<file path="config.mk">
export PLATFORM = sky130hd
export DESIGN_NAME = bkl_pwm_top
export DESIGN_NICKNAME = d
export VERILOG_FILES = /design/src/rtl/bkl_pwm_pkg.sv /design/src/rtl/bkl_pwm_regs.sv /design/src/rtl/bkl_pwm_active.sv /design/src/rtl/bkl_pwm_timebase.sv /design/src/rtl/bkl_pwm_top.sv
export SDC_FILE = /design/constraint.sdc
export NUM_CORES = 1
export LEC_CHECK = 0
export BUFFER_PORTS_ARGS = -buffer_cell sky130_fd_sc_hd__buf_2
export CAP_MARGIN = 20
export CELL_PAD_IN_SITES_DETAIL_PLACEMENT = 0
export CELL_PAD_IN_SITES_GLOBAL_PLACEMENT = 1
export CORE_MARGIN = 3
export CORE_UTILIZATION = 41
export DETAILED_ROUTE_END_ITERATION = 8
export PLACE_DENSITY = 0.75
export SLEW_MARGIN = 10
export SYNTH_ARGS = -nofsm -noshare
export SYNTH_HDL_FRONTEND = slang
export SYNTH_SLANG_ARGS = --single-unit
</file>
<file path="constraint.sdc">
create_clock -name clk -period 3.2 [get_ports clk]
set_clock_uncertainty 0.1 [all_clocks]
set_input_delay 0.64 -clock clk [delete_from_list [all_inputs] [get_ports clk]]
set_output_delay 0.64 -clock clk [all_outputs]
set_load 0.05 [all_outputs]
</file>
<file path="src/rtl/bkl_pwm_pkg.sv">
package bkl_pwm_pkg;
  localparam int unsigned DEF_DIV_W  = 10;
  localparam int unsigned DEF_PER_W  = 12;
  localparam int unsigned DEF_HIGH_W = 13;
  localparam int unsigned DEF_DATA_W = 32;
  localparam int unsigned DEF_ADDR_W = 5;

  // field positions inside the configuration words
  localparam int unsigned DIV_LSB  = 16;
  localparam int unsigned PER_LSB  = 0;
  localparam int unsigned HIGH_LSB = 16;

  // word indices (byte address / 4)
  localparam int unsigned IDX_RUN    = 0;
  localparam int unsigned IDX_PRESC  = 1;
  localparam int unsigned IDX_SPAN   = 2;
  localparam int unsigned IDX_COMMIT = 3;
  localparam int unsigned IDX_MODE   = 4;

  localparam int unsigned MODE_W = 2;
endpackage

</file>
<file path="src/rtl/bkl_pwm_regs.sv">
module bkl_pwm_regs
  import bkl_pwm_pkg::*;
#(
  parameter int unsigned DIV_W  = DEF_DIV_W,
  parameter int unsigned PER_W  = DEF_PER_W,
  parameter int unsigned HIGH_W = DEF_HIGH_W,
  parameter int unsigned DATA_W = DEF_DATA_W,
  parameter int unsigned ADDR_W = DEF_ADDR_W
) (
  input  logic              clk,
  input  logic              rst_n,
  input  logic              bus_sel,
  input  logic              bus_wr,
  input  logic [ADDR_W-1:0] bus_addr,
  input  logic [DATA_W-1:0] bus_wdata,
  output logic [DATA_W-1:0] bus_rdata,
  output logic              run_q,
  output logic              bypass,
  output logic              commit_fall,
  output logic              wr_presc,
  output logic              wr_span,
  output logic [DIV_W-1:0]  wf_div,
  output logic [PER_W-1:0]  wf_per,
  output logic [HIGH_W-1:0] wf_high,
  output logic [DIV_W-1:0]  sh_div,
  output logic [PER_W-1:0]  sh_per,
  output logic [HIGH_W-1:0] sh_high
);
  localparam int unsigned IDX_W = ADDR_W - 2;

  logic [IDX_W-1:0]  idx;
  logic              wr;
  logic              hit_run, hit_commit, hit_mode;
  logic              commit_q, commit_d, run_d;
  logic [MODE_W-1:0] mode_q, mode_d;
  logic [DIV_W-1:0]  sh_div_d;
  logic [PER_W-1:0]  sh_per_d;
  logic [HIGH_W-1:0] sh_high_d;

  assign idx = bus_addr[ADDR_W-1:2];
  assign wr  = bus_sel & bus_wr;

  assign hit_run    = wr && (idx == IDX_W'(IDX_RUN));
  assign wr_presc   = wr && (idx == IDX_W'(IDX_PRESC));
  assign wr_span    = wr && (idx == IDX_W'(IDX_SPAN));
  assign hit_commit = wr && (idx == IDX_W'(IDX_COMMIT));
  assign hit_mode   = wr && (idx == IDX_W'(IDX_MODE));

  assign wf_div  = bus_wdata[DIV_LSB  +: DIV_W];
  assign wf_per  = bus_wdata[PER_LSB  +: PER_W];
  assign wf_high = bus_wdata[HIGH_LSB +: HIGH_W];

  assign commit_fall = hit_commit & ~bus_wdata[0] & commit_q;
  assign bypass      = &mode_q;

  always_comb begin
    run_d     = run_q;
    commit_d  = commit_q;
    mode_d    = mode_q;
    sh_div_d  = sh_div;
    sh_per_d  = sh_per;
    sh_high_d = sh_high;
    if (hit_run)    run_d    = bus_wdata[0];
    if (hit_commit) commit_d = bus_wdata[0];
    if (hit_mode)   mode_d   = bus_wdata[MODE_W-1:0];
    if (wr_presc)   sh_div_d = wf_div;
    if (wr_span) begin
      sh_per_d  = wf_per;
      sh_high_d = wf_high;
    end
  end

  always_ff @(posedge clk or negedge rst_n) begin
    if (!rst_n) begin
      run_q    <= 1'b0;
      commit_q <= 1'b0;
      mode_q   <= '0;
    end else begin
      if (hit_run)    run_q    <= run_d;
      if (hit_commit) commit_q <= commit_d;
      if (hit_mode)   mode_q   <= mode_d;
    end
  end

  always_ff @(posedge clk or negedge rst_n) begin
    if (!rst_n) begin
      sh_div  <= '0;
      sh_per  <= '0;
      sh_high <= '0;
    end else begin
      if (wr_presc) sh_div <= sh_div_d;
      if (wr_span) begin
        sh_per  <= sh_per_d;
        sh_high <= sh_high_d;
      end
    end
  end

  always_comb begin
    bus_rdata = '0;
    case (idx)
      IDX_W'(IDX_RUN):    bus_rdata[0] = run_q;
      IDX_W'(IDX_PRESC):  bus_rdata[DIV_LSB +: DIV_W] = sh_div;
      IDX_W'(IDX_SPAN): begin
        bus_rdata[PER_LSB  +: PER_W]  = sh_per;
        bus_rdata[HIGH_LSB +: HIGH_W] = sh_high;
      end
      IDX_W'(IDX_COMMIT): bus_rdata[0] = commit_q;
      IDX_W'(IDX_MODE):   bus_rdata[MODE_W-1:0] = mode_q;
      default:            bus_rdata = '0;
    endcase
  end
endmodule

</file>
<file path="src/rtl/bkl_pwm_active.sv">
module bkl_pwm_active #(
  parameter int unsigned DIV_W  = 10,
  parameter int unsigned PER_W  = 12,
  parameter int unsigned HIGH_W = 13
) (
  input  logic              clk,
  input  logic              rst_n,
  input  logic              run_q,
  input  logic              boundary,
  input  logic              commit_fall,
  input  logic              bypass,
  input  logic              wr_presc,
  input  logic              wr_span,
  input  logic [DIV_W-1:0]  wf_div,
  input  logic [PER_W-1:0]  wf_per,
  input  logic [HIGH_W-1:0] wf_high,
  input  logic [DIV_W-1:0]  sh_div,
  input  logic [PER_W-1:0]  sh_per,
  input  logic [HIGH_W-1:0] sh_high,
  output logic [DIV_W-1:0]  act_div,
  output logic [PER_W-1:0]  act_per,
  output logic [HIGH_W-1:0] act_high
);
  logic              pend_q, pend_d;
  logic              apply;
  logic              load_div, load_span;
  logic [DIV_W-1:0]  act_div_d;
  logic [PER_W-1:0]  act_per_d;
  logic [HIGH_W-1:0] act_high_d;

  // a commit while stopped lands at once; while running, at the period end
  assign apply = (pend_q & (~run_q | boundary)) | (commit_fall & ~run_q);

  always_comb begin
    if (commit_fall && run_q) pend_d = 1'b1;
    else if (apply)           pend_d = 1'b0;
    else                      pend_d = pend_q;
  end

  assign load_div  = apply | (bypass & wr_presc);
  assign load_span = apply | (bypass & wr_span);

  always_comb begin
    act_div_d  = act_div;
    act_per_d  = act_per;
    act_high_d = act_high;
    if (apply) begin
      act_div_d  = sh_div;
      act_per_d  = sh_per;
      act_high_d = sh_high;
    end
    if (bypass && wr_presc) act_div_d = wf_div;
    if (bypass && wr_span) begin
      act_per_d  = wf_per;
      act_high_d = wf_high;
    end
  end

  always_ff @(posedge clk or negedge rst_n) begin
    if (!rst_n) pend_q <= 1'b0;
    else        pend_q <= pend_d;
  end

  always_ff @(posedge clk or negedge rst_n) begin
    if (!rst_n) begin
      act_div  <= '0;
      act_per  <= '0;
      act_high <= '0;
    end else begin
      if (load_div) act_div <= act_div_d;
      if (load_span) begin
        act_per  <= act_per_d;
        act_high <= act_high_d;
      end
    end
  end
endmodule

</file>
<file path="src/rtl/bkl_pwm_timebase.sv">
module bkl_pwm_timebase #(
  parameter int unsigned DIV_W  = 10,
  parameter int unsigned PER_W  = 12,
  parameter int unsigned HIGH_W = 13
) (
  input  logic              clk,
  input  logic              rst_n,
  input  logic              run_q,
  input  logic [DIV_W-1:0]  act_div,
  input  logic [PER_W-1:0]  act_per,
  input  logic [HIGH_W-1:0] act_high,
  output logic              boundary,
  output logic [PER_W-1:0]  per_cnt,
  output logic              pwm_out
);
  localparam int unsigned CMP_W = (HIGH_W > PER_W) ? HIGH_W : PER_W;

  logic [DIV_W-1:0] pre_q, pre_d;
  logic [PER_W-1:0] per_d;
  logic             tick, last;

  assign tick     = (pre_q >= act_div);
  assign last     = (per_cnt >= act_per);
  assign boundary = run_q & tick & last;

  always_comb begin
    pre_d = pre_q;
    per_d = per_cnt;
    if (!run_q) begin
      pre_d = '0;
      per_d = '0;
    end else if (tick) begin
      pre_d = '0;
      per_d = last ? '0 : per_cnt + 1'b1;
    end else begin
      pre_d = pre_q + 1'b1;
    end
  end

  always_ff @(posedge clk or negedge rst_n) begin
    if (!rst_n) begin
      pre_q   <= '0;
      per_cnt <= '0;
    end else begin
      pre_q   <= pre_d;
      per_cnt <= per_d;
    end
  end

  assign pwm_out = run_q & (CMP_W'(per_cnt) < CMP_W'(act_high));
endmodule

</file>
<file path="src/rtl/bkl_pwm_top.sv">
module bkl_pwm_top
  import bkl_pwm_pkg::*;
#(
  parameter int unsigned DIV_W  = DEF_DIV_W,
  parameter int unsigned PER_W  = DEF_PER_W,
  parameter int unsigned HIGH_W = DEF_HIGH_W,
  parameter int unsigned DATA_W = DEF_DATA_W,
  parameter int unsigned ADDR_W = DEF_ADDR_W
) (
  input  logic              clk,
  input  logic              rst_n,
  input  logic              bus_sel,
  input  logic              bus_wr,
  input  logic [ADDR_W-1:0] bus_addr,
  input  logic [DATA_W-1:0] bus_wdata,
  output logic [DATA_W-1:0] bus_rdata,
  output logic              pwm_out
);
  logic [1:0]        rst_sync_q;
  logic              rst_n_s;
  logic              run_q, bypass, commit_fall, wr_presc, wr_span, boundary;
  logic [DIV_W-1:0]  wf_div, sh_div, act_div;
  logic [PER_W-1:0]  wf_per, sh_per, act_per, per_cnt;
  logic [HIGH_W-1:0] wf_high, sh_high, act_high;

  always_ff @(posedge clk or negedge rst_n) begin
    if (!rst_n) rst_sync_q <= 2'b00;
    else        rst_sync_q <= {rst_sync_q[0], 1'b1};
  end
  assign rst_n_s = rst_sync_q[1];

  bkl_pwm_regs #(
    .DIV_W(DIV_W), .PER_W(PER_W), .HIGH_W(HIGH_W), .DATA_W(DATA_W), .ADDR_W(ADDR_W)
  ) regs_i (
    .clk(clk), .rst_n(rst_n_s),
    .bus_sel(bus_sel), .bus_wr(bus_wr), .bus_addr(bus_addr),
    .bus_wdata(bus_wdata), .bus_rdata(bus_rdata),
    .run_q(run_q), .bypass(bypass), .commit_fall(commit_fall),
    .wr_presc(wr_presc), .wr_span(wr_span),
    .wf_div(wf_div), .wf_per(wf_per), .wf_high(wf_high),
    .sh_div(sh_div), .sh_per(sh_per), .sh_high(sh_high)
  );

  bkl_pwm_active #(
    .DIV_W(DIV_W), .PER_W(PER_W), .HIGH_W(HIGH_W)
  ) active_i (
    .clk(clk), .rst_n(rst_n_s),
    .run_q(run_q), .boundary(boundary), .commit_fall(commit_fall),
    .bypass(bypass), .wr_presc(wr_presc), .wr_span(wr_span),
    .wf_div(wf_div), .wf_per(wf_per), .wf_high(wf_high),
    .sh_div(sh_div), .sh_per(sh_per), .sh_high(sh_high),
    .act_div(act_div), .act_per(act_per), .act_high(act_high)
  );

  bkl_pwm_timebase #(
    .DIV_W(DIV_W), .PER_W(PER_W), .HIGH_W(HIGH_W)
  ) timebase_i (
    .clk(clk), .rst_n(rst_n_s),
    .run_q(run_q), .act_div(act_div), .act_per(act_per), .act_high(act_high),
    .boundary(boundary), .per_cnt(per_cnt), .pwm_out(pwm_out)
  );
endmodule

</file>
==> results.sh <==
export IMPL_outcome="completed"
export IMPL_drt_iter0_drc=264
export IMPL_io_buffers=57
export IMPL_num_fill_cells=1311
export IMPL_synth_area_leader_cell="dfrtp_1"
export IMPL_clock_root_buffer="clkbuf_16"
export IMPL_ios=74
export IMPL_cts_buffers=9
export IMPL_synth_top_cell_area_share_pct=42.6
export IMPL_wl_per_cell_um=17.7
export IMPL_grt_met2_usage_pct=30.7
export IMPL_avgSynthCellArea_um2=9.84
export IMPL_row_count=42
export IMPL_tightest_slew_ns=0.806
export IMPL_grt_util_met1_pct=26.5
export IMPL_worstSetupEndpointType="output port"
export IMPL_htreeDepth=3
export IMPL_clock_latency_ns=0.35
export IMPL_period_share_pct=94.7
export IMPL_grt_busiest_layer="met2"
export IMPL_slew_headroom_pct=46.3
export IMPL_routed_via_density=5.64
export IMPL_cp_start_kind="register"
export IMPL_power_density_nw_per_um2=751
export IMPL_drv_cap=0
export IMPL_ys_warn_count=0
export IMPL_syn_cell_area_um2=5810
export IMPL_cts_clk_slew_worst_paths_ns=0.07
export IMPL_fin_total_pwr_mw=4.87
export IMPL_cp_arrival_ns=2.29
export IMPL_grt_met3_usage_pct=2.73
export IMPL_grt_max_degree=60
export IMPL_routabilityCongestion=0.819
export IMPL_grt_pass1_vias=4692
export IMPL_fmax_mhz=330
export IMPL_final_util_pct=47.8
export IMPL_grt_util_all_layers_pct=19.1
export IMPL_setup_viol=0
export IMPL_die_area_um2=15600
export IMPL_finalSetupTns_ns=0
export IMPL_wl_mm=14.4
export IMPL_required_ns=2.46
export IMPL_drive_above_1_share_pct=22.1
export IMPL_clock_path_buffers=2
export IMPL_yosys_top_cells_area="dfrtp_1, mux2_2, ha_1"
export IMPL_vias=4595
export IMPL_synthFlopType="dfrtp_1"
export IMPL_grt_overflow=0
export IMPL_synthCells=591
export IMPL_slew_violations=0
export IMPL_place_detailed_hpwl_mm=10.0
export IMPL_hold_viol=0
export IMPL_rsz0062_at_grt="false"
export IMPL_antenna_found_initial=0
export IMPL_ir_worst_vdd_uv=341
export IMPL_start_util_pct=42.9
export IMPL_seq_area_frac_synth_pct=42.6
export IMPL_ys_seq_elements=99
export IMPL_synth_edf_count=0
export IMPL_leakage_nw=2.94
export IMPL_nets=710
export IMPL_fp_coreArea_um2=13600
export IMPL_synth_cell_type_count=52
export IMPL_clkSinkCount=99
export IMPL_synth_common_cells="dfrtp_1, nor2_1, inv_1"
export IMPL_worstSetupPathType="reg -> out"
export IMPL_cts_tree="yes"
export IMPL_antenna_cells=0
export IMPL_die_h_um=125
export IMPL_detail_route_antenna_nets=0
export IMPL_chipWidth_um=125
export IMPL_synthToLayoutAreaGrowth_pct=11.4
export IMPL_synthArstFlopShare_pct=100
export IMPL_grt_pass1_wl_mm=24.6
export IMPL_drt_pass1_iterations=4
export IMPL_route_detailed_drc=0
export IMPL_crit_fanout=5
export IMPL_yosysMostFrequentCell="dfrtp_1"
export IMPL_period_minus_slack_ns=3.03
export IMPL_hold_path_class="reg -> async"
## per-stage QoR
| stage | hold slack, ns | area [um^2] | cells | worst slack (ns) |
|---|---|---|---|---|
| detailed placement | 0.233 | 6190 | 798 | 0.374 |
| CTS | 0.241 | 6480 | 815 | 0.171 |
| global placement | 0.225 | 6190 | 798 | 0.433 |
| global route | 0.271 | 6480 | 815 | 0.0338 |
| floorplan | 0.231 | 5840 | 597 | 0.138 |
| finish | 0.213 | 6480 | 815 | 0.170 |
## layout by cell type (no fill, tap or decap), drive strengths merged, types with 3 or more instances in the layout
master / n
dfrtp: 99
buf: 74
nor2: 70
inv: 42
mux2: 39
nand4: 38
a31oi: 37
o31ai: 37
ha: 35
and2: 16
a21oi: 15
nand3: 14
o21ai: 14
a21o: 12
clkbuf: 12
nand2: 11
a22oi: 10
conb: 8
a22o: 6
nor2b: 6
xor2: 5
and3: 4
xnor2: 4
nand2b: 3
or4: 3
nor3: 3
## registers in the layout (all words and copies together) (netlist names)
signal	count
active_i.act_div	10
regs_i.sh_high	13
timebase_i.per_cnt	12
regs_i.sh_div	10
regs_i.mode_q	2
timebase_i.pre_q	10
rst_sync_q	2
active_i.act_high	13
active_i.act_per	12
active_i.pend_q	1
regs_i.sh_per	12
regs_i.commit_q	1
regs_i.run_q	1
## final timing paths
kind	cells after the start	from	to	slack, ns
min reg2reg	0	rst_sync_q[1]	regs_i.sh_div[2]	0.21
max reg2reg	8	timebase_i.per_cnt[2]	active_i.act_high[2]	0.52
min	0	rst_sync_q[1]	regs_i.sh_div[2]	0.21
max in group asynchronous	1	rst_sync_q[1]	timebase_i.per_cnt[4]	2.07
max	7	timebase_i.per_cnt[1]	pwm_out	0.17
min in group clk	0	rst_sync_q[0]	rst_sync_q[1]	0.26
## cell families after synthesis
logic type               synth area share (%)
AND/OR/NAND/NOR                          15.2
other                                   0.129
flip-flops                               42.6
XOR/XNOR                                 1.36
buffers and inverters                    7.85
multiplexers                             7.73
AO/OA/AOI/OAI                            17.6
adder cells (fa/ha/maj)                  7.53
## what timing repair did
action                                 CTS  global route
hold buffers                             1             0
endpoints found under the hold margin    2             0
buffers inserted                         0             0
resized for setup                        0             0
## power by group
group / switching, mW / internal [mW] / total, mW
combinational: 1.30 / 0.700 / 2.00
sequential: 0.251 / 1.57 / 1.82
clock: 0.493 / 0.556 / 1.05
total: 2.04 / 2.83 / 4.87
## final cells by class
cell class              instances  area (um^2)  area share [%]
clock buffers                  12          246            3.80
clock inverters                 4         32.5           0.502
inverters                      40          150            2.32
multi-input cells             409         2910            45.0
flip-flops and latches         99         2480            38.3
well taps                     176          220            3.40
repair buffers                 75          435            6.72
## per-layer routing
layer  vias to the layer above  routed length, um
met1                      2250               6790
met4                         0                201
li1                       2234                  -
met2                        97               6860
met5                         -                  0
met3                        14                556
## worst max-delay path, stage by stage (launching register included)
cell and delay, ns:
dfrtp_1 0.44, ha_1 0.29, a21o_1 0.16, a21o_1 0.18, a211oi_1 0.23, o21bai_1 0.12
a21oi_1 0.21, buf_2 0.31
(Power assumes the default switching activity.)
